File: src/rtl/ctl_mode_seq.sv
module ctl_mode_seq (
  input  logic       clk,
  input  logic       rst_n,
  input  logic       halt_req,
  input  logic       frz_en,
  input  logic       mdis_req,
  input  logic       doze_req,
  input  logic       stop_req,
  input  logic       listen_req,
  input  logic       lpbk_req,
  input  logic       pe_ack,
  input  logic       wake_msk,
  input  logic       wake_evt,
  output logic [2:0] mode_o,
  output logic [2:0] tgt_mode_o,
  output logic       chg_req,
  output logic       not_ready,
  output logic       pe_enable,
  output logic       ecr_wr_en,
  output logic       wake_irq
);

  typedef enum logic [2:0] {
    M_NORM = 3'd0,
    M_LSTN = 3'd1,
    M_LPBK = 3'd2,
    M_FRZ  = 3'd3,
    M_DIS  = 3'd4,
    M_DOZE = 3'd5,
    M_STOP = 3'd6
  } mode_e;

  mode_e cur, nxt, run_m;
  logic  lp_cur, lp_req, frz_req;

  assign lp_cur  = (cur == M_DIS) || (cur == M_DOZE) || (cur == M_STOP);
  assign lp_req  = mdis_req | doze_req | stop_req;
  assign frz_req = halt_req & frz_en;
  assign run_m   = lpbk_req ? M_LPBK : (listen_req ? M_LSTN : M_NORM);

  always_comb begin
    if (mdis_req)                nxt = M_DIS;
    else if (stop_req)           nxt = M_STOP;
    else if (doze_req)           nxt = M_DOZE;
    else if (frz_req && !lp_cur) nxt = M_FRZ;
    else                         nxt = run_m;
  end

  always_ff @(posedge clk or negedge rst_n) begin
    if (!rst_n)                cur <= M_FRZ;
    else if (pe_ack && chg_req) cur <= nxt;
  end

  assign chg_req    = (nxt != cur);
  assign mode_o     = cur;
  assign tgt_mode_o = nxt;
  assign not_ready  = (cur == M_FRZ) || lp_cur;
  assign pe_enable  = !not_ready && !frz_req;
  assign ecr_wr_en  = (cur == M_FRZ);
  assign wake_irq   = wake_msk & wake_evt & ((cur == M_DOZE) || (cur == M_STOP));


  a_r1_reset_freeze: assert property (@(posedge clk) !rst_n |=> cur == M_FRZ);
  a_r2_hold_no_ack: assert property (@(posedge clk) disable iff (!rst_n)
    !pe_ack |=> $stable(cur));
  a_r3_freeze_needs_both: assert property (@(posedge clk) disable iff (!rst_n)
    (pe_ack && !(halt_req && frz_en)) |=> cur != M_FRZ);
  a_r4_gate_in_freeze: assert property (@(posedge clk) disable iff (!rst_n)
    (halt_req && frz_en) |-> !pe_enable);
  a_r5_no_freeze_from_lp: assert property (@(posedge clk) disable iff (!rst_n)
    (lp_cur && pe_ack) |=> cur != M_FRZ);
  a_r6_ecr_only_frozen: assert property (@(posedge clk) disable iff (!rst_n)
    ecr_wr_en |-> (not_ready && !pe_enable));
  a_r7_nr_fall_on_ack: assert property (@(posedge clk) disable iff (!rst_n)
    $fell(not_ready) |-> $past(pe_ack));
  a_r7_nr_rise_on_ack: assert property (@(posedge clk) disable iff (!rst_n)
    $rose(not_ready) |-> $past(pe_ack));
  a_r8_disable_wins: assert property (@(posedge clk) disable iff (!rst_n)
    (pe_ack && mdis_req) |=> cur == M_DIS);
  a_r9_loopback_wins: assert property (@(posedge clk) disable iff (!rst_n)
    (pe_ack && !lp_req && !frz_req && lpbk_req) |=> cur == M_LPBK);
  a_r10_wake_gated: assert property (@(posedge clk) disable iff (!rst_n)
    wake_irq |-> (wake_msk && not_ready && !ecr_wr_en));
  a_r11_commit_target: assert property (@(posedge clk) disable iff (!rst_n)
    (pe_ack && chg_req) |=> mode_o == $past(tgt_mode_o));

endmodule

File: config.mk
export PLATFORM = sky130hd
export DESIGN_NAME = ctl_mode_seq
export DESIGN_NICKNAME = d
export VERILOG_FILES = /design/src/rtl/ctl_mode_seq.sv
export SDC_FILE = /design/constraint.sdc
export NUM_CORES = 1
export LEC_CHECK = 0
export ABC_AREA = 1
export BUFFER_PORTS_ARGS = -buffer_cell sky130_fd_sc_hd__buf_2
export CORE_AREA = 2 2 39 41
export DETAILED_ROUTE_END_ITERATION = 8
export DIE_AREA = 0 0 41 43
export GPL_TIMING_DRIVEN = 0
export PLACE_DENSITY = 0.57
export SYNTH_ARGS = -nofsm -noshare
export SYNTH_HDL_FRONTEND = slang
export SYNTH_SLANG_ARGS = --single-unit
File: constraint.sdc
create_clock -name clk -period 1.6 [get_ports clk]
set_input_delay 0 -clock clk [delete_from_list [all_inputs] [get_ports clk]]
set_output_delay 0 -clock clk [all_outputs]
set_load 0.005 [all_outputs]
# == Word-level counts from Yosys, hierarchy flattened ==
# Cells that the tools add are included.
# word_totals
latchBits,0
ramBits,0
mem_bits_ro,0
input_bits,12
wordCells,25
ff_bits,3
mem_count,0
# op_classes
reduce_logical,10
bitwise_logic,3
div,0
n_lt_le_gt_ge,0
n_eq_ne,5
addsub,0
mux,6
shifts,0
multipliers,0
# ops
operator,count
equality test 3 bit (second input constant),3
two-way mux 3 bit,3
logical OR 1 bit,4
two-way mux 2 bit,2
bitwise AND 1 bit,3
equality test 3 x 2 -> 1 bit (second input constant),1
logical AND 1 bit,3
zero test 1 bit,3
inequality test 3 bit,1
two-way mux 1 bit,1

# == Logic depth before layout (Yosys ltp) ==
# depth
ltp_word,11
depth_mapped,9
depth_no_buf,9

# == Least setup slack after synthesis ==
# No wires, ideal clock.
# synth_path
path_type,register to register
startpoint,"register cur[0], in the netlist mode_o[0]"
endpoint,"register cur[1], in the netlist mode_o[1]"
stages_incl_launch_ff,9
slack_ns,0.452
required_time_ns,1.528
t_arrival_ns,1.076
setup_time_ns,0.072
synth_period_minus_slack_ns,1.148
path_buffers,0
cell_sequence,dfstp_2 -> nand2_1 -> nand2_2 -> nand2_2 -> nand2_1 -> nand2_1 -> nand2_2 -> nand2_2 -> o21ai_1
# synth_between
elab_chain_cells,11
# synth_lines
element,line,rtl
start: declaration,33,"mode_e cur, nxt, run_m;"
start signal: assignment,51,else if (pe_ack && chg_req) cur <= nxt;
equality test 3 bit,36,assign lp_cur = (cur == M_DIS) || (cur == M_DOZE) || (cur == M_STOP);
logical OR 1 bit (2 in series),36,
zero test 1 bit,45,else if (frz_req && !lp_cur) nxt = M_FRZ;
logical AND 1 bit,45,
two-way mux 2 bit,45,
two-way mux 3 bit,44,else if (doze_req) nxt = M_DOZE;
two-way mux 3 bit,43,else if (stop_req) nxt = M_STOP;
two-way mux 3 bit,42,if (mdis_req) nxt = M_DIS;
inequality test 3 bit,54,assign chg_req = (nxt != cur);
logical AND 1 bit,51,
# Several ways; a longest one is shown, not always the timed one.
# A chain may end at the register's enable or synchronous reset.

# == Worst setup path after layout ==
# layout_path
startpoint,"register cur[0], in the netlist mode_o[0]"
endpoint,output chg_req
# layout_between
elab_chain_cells,10
# layout_lines
element,line,rtl
equality test 3 bit,36,
logical OR 1 bit (2 in series),36,
zero test 1 bit,45,
logical AND 1 bit,45,
two-way mux 2 bit,45,
two-way mux 3 bit,44,
two-way mux 3 bit,43,
two-way mux 3 bit,42,
inequality test 3 bit *,54,
end: declaration,16,"output logic chg_req,"
# Every way passes the cells marked *; elsewhere a longest branch is shown, timed or not.

==> results.toml <==
[status]
outcome = "finished clean"

[timing]
hold_viol = 0
drv_slew = 0
fmax_ghz = 0.6624
finalCritPeriodShare = 0.9436
rsz0062_at_grt = "yes"
slew_headroom = 0.8792
period_needed_ns = 1.510
setup_viol = 0
max_slew.worst_pin.slew_ns = 0.1811
fin_skew_ns = 0.001297
tns_ns = 0

[worst_hold_path]
min_path_type = "in -> reg"

[global_route]
grt_pass1_wl_um = 1048
antenna_found_initial = 0
overflow = 0
track_usage = 0.08342
grt_max_degree = 7
first_global_vias = 271

[placed_design]
dpl.hpwl_um = 575.9
gp_congestion = 0.6802
numPortBuffers = 22

[final_layout]
fin_util = 0.3571
nets = 88
syn2layout_area_growth_pct = 81.19
n_antenna_cell = 0
n_fill_cell = 157
drive_gt1_frac = 0.6000
largest_register_ffs = 3

[yosys]
yosys.cell_count.top_type = "nand2_1"
synth_seq_cells = 3
ys_types = 15
synth_commonest_cells = "nand2_1 (10), inv_1 (8), nand2_2 (6)"
yosysTopAreaCell = "dfstp_2"
synth_fp_nets = 54
netlist_instances = 42
synth_area_leaders = "dfstp_2 (19%), nand2_1 (14%), nand2_2 (14%)"
synth_area_per_cell_um2 = 6.494
ys.flop_type = "dfstp_2"
ys_async_sr_fraction = 1.000
synth_edf_count = 0
ys_seq_area_frac = 0.2844
synth_area_um2 = 272.8
ys_warn_count = 0
synth_top_area_frac = 0.1927

[routing]
wl_per_cell_um = 7.396
via_per_inst = 3.802
drc_errors = 0
routed_wl_um = 673
drtPass1Iterations = 2
antenna_left = 0
via_count = 346
drt_iter0_markers = 1

[clock_tree]
cts-root-buf = "clkbuf_4"
htree_levels = 1
cts_made_buffers = 3
clock_sinks = 3
ctsLongestPathBuffers = 2
path_clk_slew_ns = 0.03
worst_skew_pair.late_latency_ns = 0.23
cts_tree = "built"

[die]
io_pins = 23
start_util = 0.1971
fp.dieW_um = 41
core_region_area_um2 = 1384
dieArea_um2 = 1763
die_h_um = 43
rows = 14

[power_and_ir_drop]
power.switching_uw = 90.47
p_int_uw = 239.0
p_leak_nw = 0.2967
clkPwrFrac = 0.390
power_frac_comb = 0.327
vdd_ir_drop_max_mv = 0.6849
p_per_area_nw_per_um2 = 666.7
netSwitchingFraction = 0.2746
seqPwrFrac = 0.283

[worst_setup_path]
critPathKind = "reg -> out"
critical_path.endpoint_type = "output port"
critPathRequiredTime_ns = 1.60
worstPathArrival_ns = 1.51
cp_max_fo = 5
worstSetupStartpointType = "register"

[flow_run]
maxCapViolCount = 0
## metal layers
layer,track usage,share of wire,vias up
met5,0,0,-
met4,0,0,0
met3,0.03665,0.092,0
met2,0.1313,0.44,13
met1,0.1097,0.47,140
li1,-,-,193
## worst paths after layout
| kind | start | end | slack [ns] | depth (start not counted) |
|---|---|---|---|---|
| max | mode_o[0]$_DFFE_PN1P_ | chg_req | 0.09 | 10 |
| min | pe_ack | mode_o[1]$_DFFE_PN1P_ | 0.05 | 4 |
| max reg2reg | mode_o[0]$_DFFE_PN1P_ | mode_o[0]$_DFFE_PN1P_ | 0.35 | 8 |
| min reg2reg | mode_o[1]$_DFFE_PN1P_ | mode_o[1]$_DFFE_PN1P_ | 0.63 | 3 |
| max in group asynchronous | rst_n | mode_o[0]$_DFFE_PN1P_ | 1.32 | 2 |
| min in group asynchronous | rst_n | mode_o[2]$_DFFE_PN0P_ | 0.09 | 2 |
## what timing repair did
action,4_1_cts,5_1_grt
hold buffers,1,0
buffers inserted,0,6
setup endpoints to repair,0,1
endpoints found under the hold margin,3,0
resized for setup,0,3
## critical path: stages (launching register included)
cell and delay (ns):
dfstp_2 0.57, nand2_2 0.07, nand2_2 0.08, nand2_2 0.07, nand2_2 0.07, nand2_4 0.05
nand2_2 0.05, nand2_1 0.04, nor2_1 0.10, nand3_1 0.07, buf_2 0.12
## placed cells by master, fill, tap and decap left out, types with 2 or more instances in the layout
master	synthesis	layout
inv_1	8	8
buf_2	0	22
nor2_1	5	5
nand2_1	10	8
mux2_2	2	2
clkbuf_4	0	3
buf_4	0	6
nand2_2	6	7
dfstp_2	2	2
## power groups by stage
stage / Combinational (mW) / Clock (mW) / Sequential (mW)
floorplan: 0.0453 / 0 / 0.0945
global placement: 0.0837 / 0 / 0.0957
detailed placement: 0.0857 / 0 / 0.0961
CTS: 0.0880 / 0.135 / 0.0953
global route: 0.123 / 0.138 / 0.0948
finish: 0.108 / 0.129 / 0.0933
## cell families after synthesis
logic type / after synthesis / synth area share
buffers and inverters: 9 / 0.1238
flip-flops: 3 / 0.2844
AO/OA/AOI/OAI: 3 / 0.06420
AND/OR/NAND/NOR: 24 / 0.4129
multiplexers: 2 / 0.08256
XOR/XNOR: 1 / 0.03212
## layout make-up
type / instances / area (um^2) / area share
clock buffers: 4 / 26.28 / 0.05316
inverters: 9 / 33.78 / 0.06835
multi-input cells: 30 / 171.4 / 0.3468
flip-flops and latches: 3 / 77.57 / 0.1570
well taps: 16 / 20.02 / 0.04051
repair buffers: 29 / 165.2 / 0.3342
## per-stage QoR
stage / power, mW / std cells / setup slack (ns) / area [um^2] / hold slack (ns)
global placement: 0.1794 / 80 / 0.3119 / 402.9 / -0.2043
floorplan: 0.1398 / 42 / 0.4523 / 272.8 / -0.2956
global route: 0.3555 / 91 / -0.03725 / 494.2 / 0.1020
detailed placement: 0.1818 / 80 / 0.2746 / 402.9 / -0.2040
finish: 0.3295 / 91 / 0.09026 / 494.2 / 0.04884
CTS: 0.3184 / 85 / 0.03102 / 439.2 / 0.04978
(Power assumes the default switching activity.)
